$ cat src/rtl/cnt_pkg.sv
`timescale 1ns/1ps
package cnt_pkg;
  localparam int unsigned SLICE_W = 4;
  typedef logic [SLICE_W-1:0] nib_t;
  typedef enum logic [1:0] {OP_HOLD, OP_INC, OP_LOAD, OP_CLR} op_e;
endpackage

$ cat src/rtl/cnt_slice_ctl.sv
`timescale 1ns/1ps
module cnt_slice_ctl
  import cnt_pkg::*;
#(
  parameter bit SYNC_CLR = 1'b1
) (
  input  logic clr_ni,
  input  logic load_ni,
  input  logic enp_i,
  input  logic ent_i,
  output op_e  op_o
);
  // priority: clear, load, count
  always_comb begin
    if (SYNC_CLR && !clr_ni)  op_o = OP_CLR;
    else if (!load_ni)        op_o = OP_LOAD;
    else if (enp_i && ent_i)  op_o = OP_INC;
    else                      op_o = OP_HOLD;
  end
endmodule

$ cat src/rtl/cnt_slice.sv
`timescale 1ns/1ps
module cnt_slice
  import cnt_pkg::*;
#(
  parameter bit ASYNC_CLR = 1'b0
) (
  input  logic clk_i,
  input  logic rst_ni,
  input  logic clr_ni,
  input  logic load_ni,
  input  logic enp_i,
  input  logic ent_i,
  input  nib_t data_i,
  output nib_t q_o,
  output logic rc_o
);
  op_e  op;
  nib_t q_q, q_nxt;

  cnt_slice_ctl #(.SYNC_CLR(!ASYNC_CLR)) u_ctl (
    .clr_ni  (clr_ni),
    .load_ni (load_ni),
    .enp_i   (enp_i),
    .ent_i   (ent_i),
    .op_o    (op)
  );

  always_comb begin
    unique case (op)
      OP_CLR:  q_nxt = '0;
      OP_LOAD: q_nxt = data_i;
      OP_INC:  q_nxt = q_q + nib_t'(1);
      default: q_nxt = q_q;
    endcase
  end

  generate
    if (ASYNC_CLR) begin : g_aclr
      always_ff @(posedge clk_i or negedge rst_ni or negedge clr_ni) begin
        if (!rst_ni)      q_q <= '0;
        else if (!clr_ni) q_q <= '0;
        else              q_q <= q_nxt;
      end
    end else begin : g_sclr
      always_ff @(posedge clk_i or negedge rst_ni) begin
        if (!rst_ni) q_q <= '0;
        else         q_q <= q_nxt;
      end
    end
  endgenerate

  assign q_o  = q_q;
  assign rc_o = ent_i & (&q_q);
endmodule

$ cat src/rtl/cnt_chain.sv
`timescale 1ns/1ps
module cnt_chain
  import cnt_pkg::*;
#(
  parameter int unsigned NUM_STAGES = 3,
  parameter bit          ASYNC_CLR  = 1'b0,
  localparam int unsigned CNT_W     = NUM_STAGES * SLICE_W
) (
  input  logic             clk_i,
  input  logic             rst_ni,
  input  logic             clr_ni,
  input  logic             load_ni,
  input  logic             enp_i,
  input  logic             ent_i,
  input  logic [CNT_W-1:0] data_i,
  output logic [CNT_W-1:0] count_o,
  output logic             carry_o
);
  logic [NUM_STAGES:0] ent_chain;

  assign ent_chain[0] = ent_i;

  for (genvar k = 0; k < NUM_STAGES; k++) begin : g_stage
    cnt_slice #(.ASYNC_CLR(ASYNC_CLR)) u_slice (
      .clk_i   (clk_i),
      .rst_ni  (rst_ni),
      .clr_ni  (clr_ni),
      .load_ni (load_ni),
      .enp_i   (enp_i),
      .ent_i   (ent_chain[k]),
      .data_i  (data_i[k*SLICE_W +: SLICE_W]),
      .q_o     (count_o[k*SLICE_W +: SLICE_W]),
      .rc_o    (ent_chain[k+1])
    );
  end

  assign carry_o = ent_chain[NUM_STAGES];
endmodule

$ cat config.mk
export PLATFORM = sky130hd
export DESIGN_NAME = cnt_chain
export DESIGN_NICKNAME = d
export VERILOG_FILES = /design/src/rtl/cnt_pkg.sv /design/src/rtl/cnt_slice_ctl.sv /design/src/rtl/cnt_slice.sv /design/src/rtl/cnt_chain.sv
export SDC_FILE = /design/constraint.sdc
export NUM_CORES = 1
export LEC_CHECK = 0
export ABC_CLOCK_PERIOD_IN_PS = 3500
export BUFFER_PORTS_ARGS = -buffer_cell sky130_fd_sc_hd__buf_4
export CAP_MARGIN = 5
export CORE_MARGIN = 2
export CORE_UTILIZATION = 35
export CTS_BUF_LIST = sky130_fd_sc_hd__clkbuf_8
export CTS_CLUSTER_SIZE = 25
export DETAILED_ROUTE_END_ITERATION = 8
export PLACE_DENSITY = 0.66
export SLEW_MARGIN = 10
export SYNTH_ARGS = -nofsm -noshare
export SYNTH_HDL_FRONTEND = slang
export SYNTH_SLANG_ARGS = --single-unit
$ cat constraint.sdc
create_clock -name clk_i -period 3.5 [get_ports clk_i]
set_clock_uncertainty 0.05 [all_clocks]
set_input_delay 0.525 -clock clk_i [delete_from_list [all_inputs] [get_ports clk_i]]
set_output_delay 0.525 -clock clk_i [all_outputs]
set_load 0.1 [all_outputs]
==> impl_results.html <==
<table>
<tr><th>Metric</th><th>Value</th></tr>
<tr><th colspan="2">Route</th></tr>
<tr><td>Routed vias</td><td>~790</td></tr>
<tr><td>Detailed Routing Iterations Pass 1</td><td>4</td></tr>
<tr><td>Wl on met1</td><td>888 um</td></tr>
<tr><td>Routed via count divided by cell count</td><td>5.36</td></tr>
<tr><td>Iteration-0 DRC count of the detailed router</td><td>7</td></tr>
<tr><td>Number of nets with antenna violations after detailed routing</td><td>0</td></tr>
<tr><td>Uppermost metal layer occupied by signal nets</td><td>met4</td></tr>
<tr><td>Detail-routed net length per standard cell</td><td>13.3 um</td></tr>
<tr><td>Met3 WL</td><td>between 100 and 150 um</td></tr>
<tr><td>DRC violations left</td><td>0</td></tr>
<tr><td>Wire length on met2</td><td>roughly 950 um</td></tr>
<tr><td>Wire length after detailed routing</td><td>1960 um</td></tr>
<tr><th colspan="2">STA</th></tr>
<tr><td>Final critical-path share of the clock period</td><td>0.670</td></tr>
<tr><td>Final Max Tran Viols</td><td>0</td></tr>
<tr><td>Max-slew headroom</td><td>0.767</td></tr>
<tr><td>Tmin final</td><td>2.34 ns</td></tr>
<tr><td>RSZ-0062 raised after global routing</td><td>false</td></tr>
<tr><td>Final hold violation count</td><td>0</td></tr>
<tr><td>Sum Neg Setup Slack</td><td>0 ns</td></tr>
<tr><td>Maximum clock rate</td><td>427 MHz</td></tr>
<tr><td>Worst-case setup margin in the final layout</td><td>roughly 1.2 ns</td></tr>
<tr><td>Transition time of the tightest slew-check pin</td><td>0.348 ns</td></tr>
<tr><td>Final setup violating endpoints</td><td>0</td></tr>
<tr><th colspan="2">Setup path</th></tr>
<tr><td>R2r endpoint</td><td>g_stage[1].u_slice.q_o[3]$_DFFE_PN0P_</td></tr>
<tr><td>Worst EP required</td><td>2.92 ns</td></tr>
<tr><td>Number of cells on the worst reg-to-reg path</td><td>7</td></tr>
<tr><td>Critical R2R Launch</td><td>g_stage[0].u_slice.q_o[0]$_DFFE_PN0P_</td></tr>
<tr><td>Data arrival time of the critical path</td><td>between 1.5 and 2 ns</td></tr>
<tr><td>Internal reg-to-reg setup slack</td><td>1.53 ns</td></tr>
<tr><td>Crit end category</td><td>primary output</td></tr>
<tr><td>Launching element of the worst setup path</td><td>g_stage[1].u_slice.q_o[0]$_DFFE_PN0P_</td></tr>
<tr><td>Crit path kind</td><td>reg -&gt; out</td></tr>
<tr><td>Crit path launch type</td><td>flop</td></tr>
<tr><td>Maximum fanout along the worst path</td><td>9</td></tr>
<tr><th colspan="2">Logic synthesis</th></tr>
<tr><td>Number of synthesized flops with an enable pin</td><td>0</td></tr>
<tr><td>Post-synth top area share</td><td>0.371</td></tr>
<tr><td>Synthesized Nets</td><td>roughly 110</td></tr>
<tr><td>Syn. warnings</td><td>0</td></tr>
<tr><td>Post-synthesis xor/xnor area fraction</td><td>0.0216</td></tr>
<tr><td>Cell area after technology mapping</td><td>810 um^2</td></tr>
<tr><td>Main combinational cell family by area after synthesis</td><td>simple AND/OR/NAND/NOR gates</td></tr>
<tr><td>Post-synthesis compound-gate area fraction</td><td>0.210</td></tr>
<tr><td>Top area cells in the synthesized netlist</td><td>dfrtp_1, ha_1, o21ai_0</td></tr>
<tr><td>Cells after Synth</td><td>90</td></tr>
<tr><td>Post-synth top cells</td><td>o21ai_0, dfrtp_1, nand3_1</td></tr>
<tr><td>Async set-or-reset flop fraction in the synthesized netlist</td><td>1.00</td></tr>
<tr><td>Mean post-synth cell area</td><td>8.99 um^2</td></tr>
<tr><td>Sequential area share after synthesis</td><td>0.371</td></tr>
<tr><td>Post-synthesis register bit count</td><td>12</td></tr>
<tr><td>Number of distinct library cells after synthesis</td><td>31</td></tr>
<tr><td>Dominant cell by count in the synthesized netlist</td><td>o21ai_0</td></tr>
<tr><td>Mux cell area share after synthesis</td><td>0.0124</td></tr>
<tr><td>Post-synthesis simple-gate area fraction</td><td>0.223</td></tr>
<tr><td>Most used DFF post-synth</td><td>dfrtp_1</td></tr>
<tr><td>Library cell occupying the most area in the post-synthesis netlist</td><td>dfrtp_1</td></tr>
<tr><td>Post-synthesis adder-cell area fraction</td><td>0.0927</td></tr>
<tr><th colspan="2">Floorplan</th></tr>
<tr><td>Cell row count</td><td>17</td></tr>
<tr><td>Width of the die</td><td>52.1 um</td></tr>
<tr><td>Initial Util</td><td>0.370</td></tr>
<tr><td>Number of I/O pins</td><td>31</td></tr>
<tr><td>Core area</td><td>2190 um^2</td></tr>
<tr><td>Chip Height</td><td>52.1 um</td></tr>
<tr><td>Total die area</td><td>2710 um^2</td></tr>
<tr><th colspan="2">Power and ir drop</th></tr>
<tr><td>Total power after layout</td><td>457 uW</td></tr>
<tr><td>PD cells</td><td>415 nW/um^2</td></tr>
<tr><td>Max VDD drop</td><td>around 0.23 mV</td></tr>
<tr><td>Leak</td><td>~0.00051 uW</td></tr>
<tr><th colspan="2">Clock tree</th></tr>
<tr><td>Max Buffers Root-to-Sink</td><td>2</td></tr>
<tr><td>Root Buffer Master</td><td>clkbuf_8</td></tr>
<tr><td>Clock sink count</td><td>12</td></tr>
<tr><td>Clock tree from TritonCTS</td><td>yes</td></tr>
<tr><td>Clock transition at path regs</td><td>0.05 ns</td></tr>
<tr><td>Post-CTS setup buffer count</td><td>0</td></tr>
<tr><td>Number of buffers added to fix hold violations after cts</td><td>0</td></tr>
<tr><td>CTS resizes</td><td>0</td></tr>
<tr><td>Cts bufs inserted</td><td>3</td></tr>
<tr><td>Source-to-sink clock delay at the later pin of the worst-skew pair</td><td>0.24 ns</td></tr>
<tr><td>H-tree Lvls</td><td>1</td></tr>
<tr><th colspan="2">Placed design</th></tr>
<tr><td>HPWL after DPL</td><td>1490 um</td></tr>
<tr><td>Count of input and output buffers</td><td>30</td></tr>
<tr><td>Routability Congestion</td><td>0.820</td></tr>
<tr><td>Worst setup timing slack at the placement stage</td><td>1.29 ns</td></tr>
<tr><th colspan="2">Cells and area</th></tr>
<tr><td>Area grow syn2layout</td><td>35.9%</td></tr>
<tr><td>Final net count</td><td>145</td></tr>
<tr><td>Diodes inserted</td><td>0</td></tr>
<tr><td>Number of flip-flops in the largest register</td><td>12</td></tr>
<tr><td>Layout cell share with drive strength beyond 1</td><td>0.317</td></tr>
<tr><th colspan="2">Min path</th></tr>
<tr><td>Path class of the lowest-slack min-delay path</td><td>in -&gt; async</td></tr>
<tr><th colspan="2">Run status</th></tr>
<tr><td>Result of the run</td><td>complete, no violations</td></tr>
<tr><th colspan="2">Global route</th></tr>
<tr><td>Total GRT Usage</td><td>0.163</td></tr>
<tr><td>Sum of overflow across all layers after global routing</td><td>0</td></tr>
<tr><td>Initial antenna violation count</td><td>0</td></tr>
<tr><td>Number of global-route vias before repair</td><td>between 700 and 800</td></tr>
<tr><td>First-pass GRT wire length</td><td>3280 um</td></tr>
<tr><td>Maximum number of pins on one net before global-route repair</td><td>20</td></tr>
<tr><th colspan="2">Job</th></tr>
<tr><td>Max-capacitance violation count</td><td>0</td></tr>
</table>
[power by group]
group / internal, uW / switching [uW]
clock network: 99.3 / 49.7
registers: 149 / 13.1
logic: 41.3 / 105
total: 289 / 168
[worst max-delay path by stage]
| stage | to |
|---|---|
| after floorplan | carry_o |
| after global placement | g_stage[1].u_slice.q_o[0]$_DFFE_PN0P_ |
| after detailed placement | g_stage[1].u_slice.q_o[3]$_DFFE_PN0P_ |
| after CTS | carry_o |
| after global routing | carry_o |
| final | carry_o |
[critical path, cell delays in order (launching register included)]
cell and delay, ns:
dfrtp_1 0.43, ha_1 0.22, nand4_1 0.31, nor3_2 0.25, buf_4 0.31
[through the flow]
step / hold slack (ns) / std cells / utilization / area, um^2
2_1_floorplan: 0.179 / 90 / - / 815
3_3_place_gp: 0.326 / 144 / 0.477 / 1040
3_5_place_dp: 0.328 / 144 / 0.477 / 1040
4_1_cts: 0.0723 / 148 / 0.502 / 1100
5_1_grt: 0.0709 / 148 / 0.502 / 1100
6_report: 0.0670 / 148 / 0.502 / 1100
[metal layers]
layer | vias to the layer above | track usage
met1 | 369 | 0.217
met3 | 2 | 0.0374
li1 | 399 | -
met2 | 24 | 0.257
met4 | 0 | 0.0570
met5 | - | 0
[cell type report]
cell class,instances,area [um^2]
multi-input combinational,67,458
inverter,7,26.3
timing repair buffer,30,225
fill,219,1090
tap,28,35.0
clock buffer,4,55.1
sequential,12,300
[cells by family (layout without fill, tap and decap cells)]
kind of cell | Yosys count | count (layout)
AOI/OAI and AO/OA | 29 | 29
xor gates and xnor gates | 2 | 2
adders and majority gates | 6 | 6
buffers and inverters | 11 | 41
DFF | 12 | 12
muxes | 1 | 1
and+or+nand+nor | 29 | 29
[placed cells by master (no fill, tap or decap)]
cell      instances
a31oi_1           5
inv_1             6
o21ai_0          14
ha_1              6
buf_4            30
nand2b_1          1
nand4_1           3
a32oi_1           2
or2_2             1
and4b_1           1
nor3b_1           2
dfrtp_1          12
a21oi_1           3
xor2_1            2
a22oi_1           2
and3b_1           1
and3_1            1
o211ai_1          2
clkbuf_8          4
or4_1             2
and2_4            1
nand2_1           2
nor2b_1           1
nand3b_1          1
inv_2             1
nor3_2            1
o22ai_1           1
or3_1             2
mux2i_1           1
nand3_1           8
nor4_1            1
No activity file was read; power rests on OpenSTA's default activity.
